**config.mk**
```make
export PLATFORM = sky130hd
export DESIGN_NAME = pcm_slave_tx
export DESIGN_NICKNAME = d
export VERILOG_FILES = /design/src/rtl/pcm_tx_pkg.sv /design/src/rtl/pcm_edge_sync.sv /design/src/rtl/pcm_sample_buf.sv /design/src/rtl/pcm_frame_ctrl.sv /design/src/rtl/pcm_shifter.sv /design/src/rtl/pcm_slave_tx.sv
export SDC_FILE = /design/constraint.sdc
export NUM_CORES = 1
export LEC_CHECK = 0
export BUFFER_PORTS_ARGS = -buffer_cell sky130_fd_sc_hd__buf_2
export CORE_ASPECT_RATIO = 1.25
export CORE_MARGIN = 2
export CORE_UTILIZATION = 52
export DETAILED_ROUTE_END_ITERATION = 8
export PLACE_DENSITY = 0.74
export SLEW_MARGIN = 20
export SYNTH_ARGS = -nofsm -noshare
export SYNTH_HDL_FRONTEND = slang
export SYNTH_SLANG_ARGS = --single-unit
export TNS_END_PERCENT = 50
```
**constraint.sdc**
```tcl
create_clock -name clk_i -period 1.5 [get_ports clk_i]
set_input_delay 0.225 -clock clk_i [delete_from_list [all_inputs] [get_ports clk_i]]
set_output_delay 0.225 -clock clk_i [all_outputs]
set_load 0.05 [all_outputs]
```
**src/rtl/pcm_tx_pkg.sv**
```systemverilog
package pcm_tx_pkg;
  localparam int unsigned SAMPLE_W_DEF  = 10;
  localparam int unsigned SLOT_SHORT_DEF = 13;
  localparam int unsigned SLOT_LONG_DEF  = 16;
  localparam int unsigned SYNC_DEPTH_DEF = 2;

  typedef enum logic {
    FMT_SHORT = 1'b0,
    FMT_LONG  = 1'b1
  } sync_fmt_e;
endpackage

```
**src/rtl/pcm_edge_sync.sv**
```systemverilog
module pcm_edge_sync #(
  parameter int unsigned STAGES = 2
) (
  input  logic clk_i,
  input  logic rst_ni,
  input  logic d_i,
  output logic level_o,
  output logic prev_o
);
  logic [STAGES-1:0] chain_q;
  logic              prev_q;

  always_ff @(posedge clk_i or negedge rst_ni) begin
    if (!rst_ni) begin
      chain_q <= '0;
      prev_q  <= 1'b0;
    end else begin
      chain_q <= {chain_q[STAGES-2:0], d_i};
      prev_q  <= chain_q[STAGES-1];
    end
  end

  assign level_o = chain_q[STAGES-1];
  assign prev_o  = prev_q;
endmodule

```
**src/rtl/pcm_sample_buf.sv**
```systemverilog
module pcm_sample_buf #(
  parameter int unsigned SAMPLE_W = 10
) (
  input  logic                clk_i,
  input  logic                rst_ni,
  input  logic                s_valid_i,
  input  logic [SAMPLE_W-1:0] s_data_i,
  output logic                s_ready_o,
  input  logic                take_i,
  output logic [SAMPLE_W-1:0] next_o
);
  logic [SAMPLE_W-1:0] hold_q, last_q;
  logic                full_q;
  logic                accept;

  assign s_ready_o = ~full_q;
  assign accept    = s_valid_i & ~full_q;
  assign next_o    = full_q ? hold_q : last_q;

  always_ff @(posedge clk_i or negedge rst_ni) begin
    if (!rst_ni) begin
      hold_q <= '0;
      last_q <= '0;
      full_q <= 1'b0;
    end else begin
      if (take_i) begin
        last_q <= next_o;
        if (full_q) full_q <= 1'b0;
      end
      if (accept) begin
        hold_q <= s_data_i;
        full_q <= 1'b1;
      end
    end
  end

  // an accepted sample blocks further input until it is sent
  a_r7_full_blocks: assert property (@(posedge clk_i) disable iff (!rst_ni)
    (s_valid_i && s_ready_o) |=> !s_ready_o);

  // a waiting sample is never overwritten
  a_r9_hold_stable: assert property (@(posedge clk_i) disable iff (!rst_ni)
    (!s_ready_o && !take_i) |=> $stable(hold_q));
endmodule

```
**src/rtl/pcm_frame_ctrl.sv**
```systemverilog
module pcm_frame_ctrl
  import pcm_tx_pkg::*;
#(
  parameter int unsigned SLOT_SHORT = 13,
  parameter int unsigned SLOT_LONG  = 16
) (
  input  logic      clk_i,
  input  logic      rst_ni,
  input  logic      bclk_rise_i,
  input  logic      bclk_fall_i,
  input  logic      fs_level_i,
  input  logic      fs_rise_i,
  input  sync_fmt_e fmt_i,
  input  logic      slot16_i,
  output logic      start_o,
  output logic      shift_o,
  output logic      end_o,
  output logic      active_o
);
  localparam int unsigned CNT_W = $clog2(SLOT_LONG);

  logic             active_q, armed_q;
  logic [CNT_W-1:0] cnt_q, last_q;
  logic             at_last;

  assign at_last = (cnt_q == last_q);
  assign start_o = ~active_q & ((fmt_i == FMT_LONG) ? fs_rise_i
                                                    : (armed_q & bclk_rise_i));
  assign shift_o = active_q & bclk_rise_i & ~at_last;
  assign end_o   = active_q & bclk_rise_i & at_last;
  assign active_o = active_q;

  always_ff @(posedge clk_i or negedge rst_ni) begin
    if (!rst_ni) begin
      active_q <= 1'b0;
      cnt_q    <= '0;
      last_q   <= '0;
    end else if (start_o) begin
      active_q <= 1'b1;
      cnt_q    <= '0;
      last_q   <= slot16_i ? CNT_W'(SLOT_LONG - 1) : CNT_W'(SLOT_SHORT - 1);
    end else if (end_o) begin
      active_q <= 1'b0;
    end else if (shift_o) begin
      cnt_q <= cnt_q + 1'b1;
    end
  end

  // short-frame: sync seen high at a falling edge arms the next rising edge
  always_ff @(posedge clk_i or negedge rst_ni) begin
    if (!rst_ni) begin
      armed_q <= 1'b0;
    end else if (fmt_i == FMT_LONG || start_o) begin
      armed_q <= 1'b0;
    end else if (!active_q && bclk_fall_i && fs_level_i) begin
      armed_q <= 1'b1;
    end
  end

  // bit index never passes the latched slot end
  a_r5_cnt_bound: assert property (@(posedge clk_i) disable iff (!rst_ni)
    active_q |-> (cnt_q <= last_q));

  // an open slot keeps running with its latched length
  a_r11_no_restart: assert property (@(posedge clk_i) disable iff (!rst_ni)
    (active_q && !end_o) |=> (active_q && $stable(last_q)));

  // slot closes only on a bit-clock rising edge
  a_r5_close_on_rise: assert property (@(posedge clk_i) disable iff (!rst_ni)
    $fell(active_q) |-> $past(bclk_rise_i));
endmodule

```
**src/rtl/pcm_shifter.sv**
```systemverilog
module pcm_shifter #(
  parameter int unsigned SAMPLE_W = 10,
  parameter int unsigned SLOT_W   = 16
) (
  input  logic                clk_i,
  input  logic                rst_ni,
  input  logic                load_i,
  input  logic                shift_i,
  input  logic                clear_i,
  input  logic [SAMPLE_W-1:0] sample_i,
  output logic                dx_o
);
  localparam int unsigned PAD_W = SLOT_W - SAMPLE_W;

  logic [SLOT_W-1:0] sr_q;

  always_ff @(posedge clk_i or negedge rst_ni) begin
    if (!rst_ni)      sr_q <= '0;
    else if (load_i)  sr_q <= {sample_i, {PAD_W{1'b0}}};
    else if (clear_i) sr_q <= '0;
    else if (shift_i) sr_q <= {sr_q[SLOT_W-2:0], 1'b0};
  end

  assign dx_o = sr_q[SLOT_W-1];
endmodule

```
**src/rtl/pcm_slave_tx.sv**
```systemverilog
module pcm_slave_tx
  import pcm_tx_pkg::*;
#(
  parameter int unsigned SAMPLE_W   = SAMPLE_W_DEF,
  parameter int unsigned SLOT_SHORT = SLOT_SHORT_DEF,
  parameter int unsigned SLOT_LONG  = SLOT_LONG_DEF,
  parameter int unsigned SYNC_DEPTH = SYNC_DEPTH_DEF
) (
  input  logic                clk_i,
  input  logic                rst_ni,
  input  logic                bclk_i,
  input  logic                fsync_i,
  input  logic                cfg_long_i,
  input  logic                cfg_slot16_i,
  input  logic                s_valid_i,
  input  logic [SAMPLE_W-1:0] s_data_i,
  output logic                s_ready_o,
  output logic                dx_o,
  output logic                dx_oe_o
);
  logic bclk_lvl, bclk_prev, fs_lvl, fs_prev;
  logic bclk_rise, bclk_fall, fs_rise;
  logic start, shift, slot_end, active;
  logic [SAMPLE_W-1:0] next_sample;

  pcm_edge_sync #(.STAGES(SYNC_DEPTH)) i_bclk_sync (
    .clk_i, .rst_ni, .d_i(bclk_i), .level_o(bclk_lvl), .prev_o(bclk_prev)
  );
  pcm_edge_sync #(.STAGES(SYNC_DEPTH)) i_fs_sync (
    .clk_i, .rst_ni, .d_i(fsync_i), .level_o(fs_lvl), .prev_o(fs_prev)
  );

  assign bclk_rise = bclk_lvl & ~bclk_prev;
  assign bclk_fall = ~bclk_lvl & bclk_prev;
  assign fs_rise   = fs_lvl & ~fs_prev;

  pcm_frame_ctrl #(.SLOT_SHORT(SLOT_SHORT), .SLOT_LONG(SLOT_LONG)) i_ctrl (
    .clk_i, .rst_ni,
    .bclk_rise_i(bclk_rise), .bclk_fall_i(bclk_fall),
    .fs_level_i(fs_lvl), .fs_rise_i(fs_rise),
    .fmt_i(sync_fmt_e'(cfg_long_i)), .slot16_i(cfg_slot16_i),
    .start_o(start), .shift_o(shift), .end_o(slot_end), .active_o(active)
  );

  pcm_sample_buf #(.SAMPLE_W(SAMPLE_W)) i_buf (
    .clk_i, .rst_ni, .s_valid_i, .s_data_i, .s_ready_o,
    .take_i(start), .next_o(next_sample)
  );

  pcm_shifter #(.SAMPLE_W(SAMPLE_W), .SLOT_W(SLOT_LONG)) i_shift (
    .clk_i, .rst_ni, .load_i(start), .shift_i(shift), .clear_i(slot_end),
    .sample_i(next_sample), .dx_o
  );

  assign dx_oe_o = active;

  // line quiet while released
  a_r6_dx_quiet: assert property (@(posedge clk_i) disable iff (!rst_ni)
    !dx_oe_o |-> !dx_o);

  // first slot bit is the sample MSB
  a_r4_msb_first: assert property (@(posedge clk_i) disable iff (!rst_ni)
    start |=> (dx_oe_o && dx_o == $past(next_sample[SAMPLE_W-1])));
endmodule

```
==> results.tsv, run 1 <==
metric	value	unit
status	finished, violations left	
failing checks	DRC, setup timing	
Lkg Pwr	1.14	nW
Cell Area, Synth	1960	µm²
fin crit share	1.02	
clock slew at reported path FFs	0.08	ns
WL/cell	17.4	µm
synth unique cells	37	
critical path class	register to register	
main flop type after synthesis	dfrtp_1	
initial drt markers	76	
Antenna Cells	0	
I/O pin count	20	
global route total overflow	0	
Syn Nets	163	
top-count cell post-synth	dfrtp_1	
combinational power share	0.330	
pin count of the biggest net entering global routing	28	
Async SR Flop Fraction	1.00	
ranking of synthesized cells by area	dfrtp_1 (57%), mux2_2 (17%), a221o_1 (4.6%)	
min Tclk post-route	1.53	ns
Final HPWL DP	2.59	mm
Worst R2R Setup Slack	-0.03	ns
Critical Path AT	1.71	ns
CTS Root Buffer Type	clkbuf_8	
min-delay src	bclk_i	
Worst EP required	1.69	ns
average size of a mapped cell	13.5	µm²
Worst slew margin	0.718	
core area	3540	µm²
DR DRC count	1	
first-pass GRT wire length	6.44	mm
crit path launch	i_bclk_sync.prev_o$_DFF_PN0_	
RePlAce Congestion	0.904	
Final Core Density	0.668	
worst hold path type	input port to register	
PwrDens	1690	nW/µm²
die width	59.0	µm
Initial Utilization	0.554	
Peak VDD IR	0.930	mV
share of post-route cells with drive strength above 1	0.486	
clock network fraction of design power	0.183	
area grow syn2layout	20.7	%
#FFs+latches synth	45	
final hold slack	0.0207	ns
Switching Power	1.27	mW
Final nets	198	
Worst Path Max Fanout	6	
final WL	3.83	mm
Fin. Hold Viols	0	
Max clock buf depth	2	
DRT antenna net count	0	
Max Transition Viols Final	0	
Sw Ratio	0.317	
worst clock skew	0.0120	ns
top cells by count, synth	dfrtp_1 (45), mux2_2 (29), and3_1 (11)	
port bufs	19	
Setup WS post-layout	-0.0277	ns
Gate Count Post-Synth	145	
yosys synthesis warning count	0	
slew at the pin with the worst max-slew slack	0.424	ns
number of synthesized flops with an enable pin	0	
Final Setup Violations	7	
Critical Path Sink Type	register	
worst skew pair latency	0.30	ns
sequential share of power	0.487	
startpoint types	register	
area leader, netlist	dfrtp_1	
post-synth top area share	0.574	
Sink Count	45	
H-tree Lvls	2	
Pre-antenna DRT Iters	6	
RR Startpoint	i_bclk_sync.prev_o$_DFF_PN0_	
Seq/Total Area, Yosys	0.574	
clock buffer count from CTS	5	
Vias/cell	5.91	
num rows	24	
fmax	655	MHz
max-cap viol count	0	
initial antenna violation count	0	
DIE AREA	4290	µm²
GRT Resource Usage Total	0.204	
CTS tree	yes	
P_int	2.73	mW
die height	72.7	µm
total number of vias	1301	
vias in the first global route	1324	
RSZ-0062 raised after global routing	true	
-- power groups by stage --
stage                     sequential [mW]  combinational [mW]  clock (mW)
after global routing                 2.01                1.44       0.797
after detailed placement             1.94                1.24           0
final                                1.95                1.32       0.730
after floorplan                      1.93               0.867           0
after CTS                            1.93                1.29       0.750
after global placement               1.90                1.19           0
-- worst paths after layout --
kind                                                     to  cells after the start
hold reg to reg            i_bclk_sync.chain_q[1]$_DFF_PN0_                      0
setup / recovery               i_shift.sr_q[11]$_DFFE_PN0P_                      4
max in group asynchronous          i_buf.full_q$_DFFE_PN0P_                      3
min in group asynchronous  i_bclk_sync.chain_q[1]$_DFF_PN0_                      2
setup reg to reg               i_shift.sr_q[11]$_DFFE_PN0P_                      4
hold / removal             i_bclk_sync.chain_q[0]$_DFF_PN0_                      1
-- registers in the layout, summed over array words and instances (netlist names) --
signal               cells
i_bclk_sync.chain_q      2
i_bclk_sync.prev_o       1
i_buf.full_q             1
i_buf.hold_q            10
i_buf.last_q            10
i_ctrl.active_o          1
i_ctrl.armed_q           1
i_ctrl.cnt_q             4
i_ctrl.last_q            2
i_fs_sync.chain_q        2
i_fs_sync.prev_o         1
i_shift.sr_q            10
-- what timing repair did --
action | in CTS | in global routing
hold buffers | 1 | 0
endpoints found under the hold margin | 18 | 0
cloned | 0 | 1
setup endpoints to repair | 20 | 23
buffers inserted | 0 | 1
pin swaps | 1 | 4
resized for setup | 9 | 6
-- cell usage in the layout (no fill, tap or decap), types with 3 or more instances in the layout --
master	netlist	routed
clkbuf_8	0	5
mux2_2	29	29
dfrtp_1	45	44
buf_2	3	19
nand2b_1	3	3
and3_1	11	5
and3_4	0	6
a221o_1	9	9
mux2i_1	3	3
buf_4	0	13
nand2_1	4	4
-- area by class of cell --
class,count,area [µm²]
Fill cell,261,1170
Clock inverter,1,7.51
Timing Repair Buffer,34,223
Multi-Input combinational cell,92,876
Inverter,2,10.0
Tap cell,39,48.8
Sequential cell,45,1130
Clock buffer,7,76.3
-- stage by stage --
step,worst slack [ns],TNS (ns),cells,cell area [µm²],total power [mW]
after global routing,-0.0978,-1.32,220,2370,4.25
after floorplan,-0.0675,-0.555,145,1980,2.80
after detailed placement,-0.0607,-0.485,209,2190,3.17
after CTS,-0.0169,-0.0191,218,2320,3.97
after global placement,0.00898,0,209,2190,3.09
final,-0.0277,-0.105,220,2370,4.00
-- critical path: stages (launching register included) --
cell,delay (ns)
dfrtp_1,0.42
nand4bb_4,0.27
a21o_4,0.27
and3_1,0.19
a221o_1,0.25
-- cell families (layout without fill, tap and decap cells) --
group | Yosys count | after routing | synth area share
multiplexers | 33 | 33 | 0.187
AO/OA/AOI/OAI | 22 | 23 | 0.0937
AND/OR/NAND/NOR | 35 | 35 | 0.116
flip-flops | 45 | 45 | 0.574
buffers and inverters | 9 | 44 | 0.0229
adder cells (fa/ha/maj) | 1 | 1 | 0.00637
-- metal layers --
metal	track usage	part of all wire
met5	0	0
met4	0.0783	0.019
met3	0.0550	0.043
met2	0.341	0.53
met1	0.251	0.41
No activity file was read; power rests on OpenSTA's default activity.
==> inputs of run 2 (changes only) <==
ABC_AREA = 1   (was unset)
==> results.tsv, run 2 <==
metric	value	unit	change
clock network fraction of design power	0.259		+0.076
min Tclk post-route	1.36	ns	-0.172 ns
sequential share of power	0.460		-0.027
number of synthesized flops with an enable pin	0		unchanged
Syn Nets	239		+47%
share of post-route cells with drive strength above 1	0.200		-0.286
Fin. Hold Viols	0		unchanged
final hold slack	0.0285	ns	+0.00783 ns
GRT Resource Usage Total	0.179		-0.0258
Max Transition Viols Final	0		unchanged
H-tree Lvls	2		unchanged
first-pass GRT wire length	5.89	mm	-8.6%
Sw Ratio	0.324		+0.00668
overall power	4.16	mW	+4.2%
I/O pin count	20		unchanged
vias in the first global route	1412		+6.6%
Initial Utilization	0.541		-0.0130
RePlAce Congestion	0.773		-14%
critical path class	register to register		
CTS tree	yes		
Sink Count	45		unchanged
commonest non-fill, non-tap cell in the layout	nand2_1		
Max clock buf depth	2		unchanged
num rows	25		+4.2%
slew at the pin with the worst max-slew slack	0.412	ns	-0.0116 ns
#FFs+latches synth	45		unchanged
CTS Root Buffer Type	clkbuf_8		
Post-DP Area	2170	µm²	-0.57%
final WL	3.31	mm	-14%
Async SR Flop Fraction	1.00		unchanged
fin crit share	0.904		-0.115
core area	3750	µm²	+5.9%
Seq/Total Area, Yosys	0.555		-0.0191
Worst EP required	1.69	ns	about the same
top cells by count, synth	nand2_1 (59), dfrtp_1 (45), inv_1 (30)		
ranking of synthesized cells by area	dfrtp_1 (55%), nand2_1 (11%), o21ai_0 (5.9%)		
port bufs	19		unchanged
PwrDens	1790	nW/µm²	+6.1%
top-count cell post-synth	nand2_1		
DRT antenna net count	0		unchanged
initial antenna violation count	0		unchanged
DIE AREA	4420	µm²	+3.2%
max-cap viol count	0		unchanged
Critical Path AT	1.55	ns	-0.16 ns
main flop type after synthesis	dfrtp_1		
clock buffer count from CTS	5		unchanged
Worst Path Max Fanout	24		+18
Final Setup Violations	0		-7
Lkg Pwr	1.23	nW	+8.5%
pre-CTS setup slack	0.0457	ns	+0.106 ns
die width	59.9	µm	+1.6%
pin count of the biggest net entering global routing	46		+64%
post-route cell area	2330	µm²	-1.8%
die height	73.9	µm	+1.6%
total number of vias	1455		+12%
Cell Area, Synth	2030	µm²	+3.4%
area grow syn2layout	14.5	%	
Pre-antenna DRT Iters	4		-2
worst hold path type	input port to register		
synth unique cells	23		-38%
Multi-input gate area	724	µm²	-17%
WL/cell	11.6	µm	-33%
global route total overflow	0		unchanged
Final nets	262		+32%
Switching Power	1.35	mW	+6.3%
clock slew at reported path FFs	0.08	ns	about the same
Critical Path Sink Type	register		
status	finished clean		
Antenna Cells	0		unchanged
worst clock skew	0.00665	ns	-0.00537 ns
Worst slew margin	0.725		+0.00704
worst skew pair latency	0.30	ns	about the same
Vias/cell	5.11		-14%
startpoint types	register		
Worst R2R Setup Slack	0.14	ns	+0.17 ns
commonest non-fill, non-tap cells in the layout	nand2_1 (59), dfrtp_1 (45), inv_1 (30)		
post-synth top area share	0.555		-0.0191
P_int	2.81	mW	+3.1%
combinational power share	0.280		-0.050
biggest regs	i_buf.hold_q (10), i_buf.last_q (10), i_shift.sr_q (10)		
average size of a mapped cell	9.19	µm²	-32%
fmax	738	MHz	+13%
area leader, netlist	dfrtp_1		
Peak VDD IR	1.03	mV	+10%
Gate Count Post-Synth	221		+52%
DR DRC count	0		-1
Final HPWL DP	2.37	mm	-8.7%
Post-CTS Setup Inserts	0		unchanged
fillers	328		+26%
initial drt markers	54		-29%
yosys synthesis warning count	0		unchanged
Setup WS post-layout	0.144	ns	+0.172 ns
Storage cell area	1130	µm²	-0.11%
## run 2: metal layers
metal / up-vias / global-route usage / part of all wire
met5: - / 0 / 0
met4: 0 / 0.0864 / 0.020
met3: 8 / 0.0423 / 0.033
met2: 24 / 0.289 / 0.48
met1: 666 / 0.222 / 0.47
li1: 757 / - / -
## run 2: cell type report
type	instances	area share
sequential	45	0.484
multi-input combinational	136	0.311
timing repair buffer	26	0.0753
inverter	30	0.0484
clock buffer	5	0.0296
clock inverter	3	0.0296
tap	40	0.0215
## run 2: final timing paths
path                                                        from                               end  cells past startpoint
worst min register to register    i_fs_sync.chain_q[0]$_DFF_PN0_    i_fs_sync.chain_q[1]$_DFF_PN0_                      0
min in group asynchronous                                 rst_ni       i_buf.hold_q[9]$_DFFE_PN0P_                      3
worst max register to register  i_bclk_sync.chain_q[1]$_DFF_PN0_       i_ctrl.cnt_q[1]$_DFFE_PN0P_                      9
worst max-delay path            i_bclk_sync.chain_q[1]$_DFF_PN0_       i_ctrl.cnt_q[1]$_DFFE_PN0P_                      9
max in group asynchronous                                 rst_ni      i_shift.sr_q[14]$_DFFE_PN0P_                      3
worst min-delay path                                      bclk_i  i_bclk_sync.chain_q[0]$_DFF_PN0_                      1
## run 2: power by group through the flow
stage | clock [mW] | combinational [mW] | sequential [mW]
2_1_floorplan | 0 | 0.875 | 1.95
3_3_place_gp | 0 | 1.12 | 1.92
3_5_place_dp | 0 | 1.17 | 1.94
4_1_cts | 1.11 | 1.18 | 1.92
5_1_grt | 1.14 | 1.36 | 1.98
6_report | 1.08 | 1.17 | 1.92
## run 2: cell families (layout without fill, tap and decap cells)
logic type      after synthesis  count (layout)  synth area share
xor+xnor                      2               2           0.00863
fa+ha+maj                     1               1           0.00616
simple gates                 96              96             0.212
flops                        45              45             0.555
compound gates               27              27            0.0721
buf+inv                      40              64            0.0912
mux                          10              10            0.0555
## run 2: timing repair
item                                   4_1_cts  5_1_grt
gates resized for setup                      0        1
endpoints found under the hold margin       45        0
setup endpoints to repair                    0        4
hold buffers                                 1        0
## run 2: critical path, cell delays in order (launching register included)
cell and delay (ns):
dfrtp_1 0.40, inv_1 0.07, nor2_2 0.09, nand2_2 0.08, nand2_1 0.11, nand2_4 0.16, nand2_1 0.10, nand2_1 0.12
nand2_1 0.09, nand2_1 0.05
## run 2: per-stage QoR
stage	util	setup TNS, ns	std cells
CTS	0.618	0	285
global placement	0.579	0	276
detailed placement	0.579	0	276
floorplan	-	0	221
finish	0.620	0	285
global route	0.620	-0.000256	285
==> inputs of run 3 (changes only) <==
REMOVE_ABC_BUFFERS = 1   (was unset)
==> results.tsv, run 3 (same netlist as run 2, synthesis figures left out) <==
metric	value	unit	change
vias in the first global route	1423		+0.78%
DRT antenna net count	0		unchanged
Post-DP Area	2180	µm²	+0.35%
Worst slew margin	0.690		-0.0347
CTS tree	yes		
pin count of the biggest net entering global routing	27		-41%
clock slew at reported path FFs	0.07	ns	about the same
min Tclk post-route	1.34	ns	-0.0202 ns
biggest regs	i_buf.hold_q (10), i_buf.last_q (10), i_shift.sr_q (10)		
final WL	3.48	mm	+5.1%
first-pass GRT wire length	5.98	mm	+1.5%
Initial Utilization	0.541		unchanged
status	finished clean		
port bufs	19		unchanged
Fin Setup TNS	0	ns	unchanged
H-tree Lvls	2		unchanged
total number of vias	1499		+3.0%
share of post-route cells with drive strength above 1	0.198		-0.00162
global route total overflow	0		unchanged
final hold slack	0.0359	ns	+0.00743 ns
commonest non-fill, non-tap cell in the layout	nand2_1		
Pre-antenna DRT Iters	4		unchanged
Worst Path Max Fanout	13		-46%
GRT Resource Usage Total	0.181		+0.00253
I/O pin count	20		unchanged
area grow syn2layout	12.5	%	
Final HPWL DP	2.44	mm	+3.0%
DR DRC count	0		unchanged
DIE AREA	4420	µm²	unchanged
core area	3750	µm²	unchanged
CTS Root Buffer Type	clkbuf_8		
Antenna Cells	0		unchanged
worst clock skew	0.00410	ns	-0.00255 ns
Max clock buf depth	2		unchanged
die height	73.9	µm	unchanged
critical path class	register to register		
Worst EP required	1.73	ns	+0.04 ns
die width	59.9	µm	unchanged
initial drt markers	55		+1.9%
Sink Count	45		unchanged
fin crit share	0.890		-0.0135
Final Setup Violations	0		unchanged
Fin. Hold Viols	0		unchanged
RePlAce Congestion	0.788		+1.9%
initial antenna violation count	0		unchanged
Critical Path AT	1.57	ns	+0.02 ns
clock buffer count from CTS	5		unchanged
Critical Path Sink Type	register		
RSZ-0062 raised after global routing	false		
fillers	334		+1.8%
num rows	25		unchanged
max-cap viol count	0		unchanged
WL/cell	12.1	µm	+4.4%
Peak VDD IR	0.883	mV	-14%
startpoint types	register		
worst hold path type	input port to register		
Lkg Pwr	1.21	nW	-2.0%
Final nets	264		+0.76%
commonest non-fill, non-tap cells in the layout	nand2_1 (58), dfrtp_1 (45), inv_1 (30)		
post-route cell area	2280	µm²	-1.8%
Max Transition Viols Final	0		unchanged
slew at the pin with the worst max-slew slack	0.465	ns	+0.0530 ns
Post-CTS Setup Inserts	0		unchanged
PwrDens	1660	nW/µm²	-7.2%
worst skew pair latency	0.29	ns	about the same
Vias/cell	5.22		+2.3%
overall power	3.79	mW	-8.9%
fmax	749	MHz	+1.5%
==> run 3: cell types whose count changed in the layout (fill, tap and decap cells not counted) <==
cell | before | now
nand2_1 | 59 | 58
nand2_2 | 2 | 4
bufinv_16 | 2 | 0
buf_4 | 4 | 5
clkbuf_1 | 0 | 3
inv_6 | 1 | 0
==> run 3: cell type report <==
type	count	area, µm²	share of cell area
Inverter	30	113	0.0493
Sequential cell	45	1130	0.493
Multi-Input combinational cell	137	733	0.321
Clock buffer	8	80.1	0.0350
Tap cell	40	50.0	0.0219
Timing Repair Buffer	27	183	0.0800
==> run 3: what timing repair did <==
item                       4_1_cts  5_1_grt
hold endpoints to repair        19        0
setup endpoints to repair        0       12
hold buffers                     1        0
resized for setup                0        2
==> run 3: metrics by stage <==
stage               utilization  instances  worst slack [ns]
floorplan                     -        211            -0.238
global placement          0.581        277             0.137
detailed placement        0.581        277            0.0482
CTS                       0.605        286            0.0437
global route              0.609        287            0.0190
finish                    0.609        287             0.164
==> run 3: worst max-delay path, cell delays in order (launching register included) <==
cell	delay [ns]
dfrtp_1	0.46
nand3_1	0.22
inv_1	0.35
nand4_1	0.16
nand2_1	0.09
==> run 3: path summary, 6_finish.rpt <==
check / from / slack [ns] / to / cells past startpoint
setup / recovery: i_ctrl.active_o$_DFFE_PN0P_ / 0.16 / i_shift.sr_q[12]$_DFFE_PN0P_ / 4
hold / removal: fsync_i / 0.04 / i_fs_sync.chain_q[0]$_DFF_PN0_ / 1
setup reg to reg: i_ctrl.active_o$_DFFE_PN0P_ / 0.16 / i_shift.sr_q[12]$_DFFE_PN0P_ / 4
hold reg to reg: i_fs_sync.chain_q[0]$_DFF_PN0_ / 0.35 / i_fs_sync.chain_q[1]$_DFF_PN0_ / 0
max in group asynchronous: rst_ni / 0.60 / i_shift.sr_q[8]$_DFFE_PN0P_ / 3
min in group asynchronous: rst_ni / 0.41 / i_fs_sync.chain_q[1]$_DFF_PN0_ / 2
==> run 3: report_power, final <==
group | switching, mW | internal (mW) | leakage, nW
Sequential | 0.247 | 1.66 | 0.550
Clock | 0.367 | 0.331 | 0.0395
Combinational | 0.693 | 0.493 | 0.619
Total | 1.31 | 2.49 | 1.21
==> run 3: routing by layer <==
layer	track usage	part of all wire	up-vias
li1	-	-	754
met1	0.210	0.44	713
met2	0.318	0.51	27
met3	0.0440	0.038	5
met4	0.0667	0.018	0
met5	0	0	-
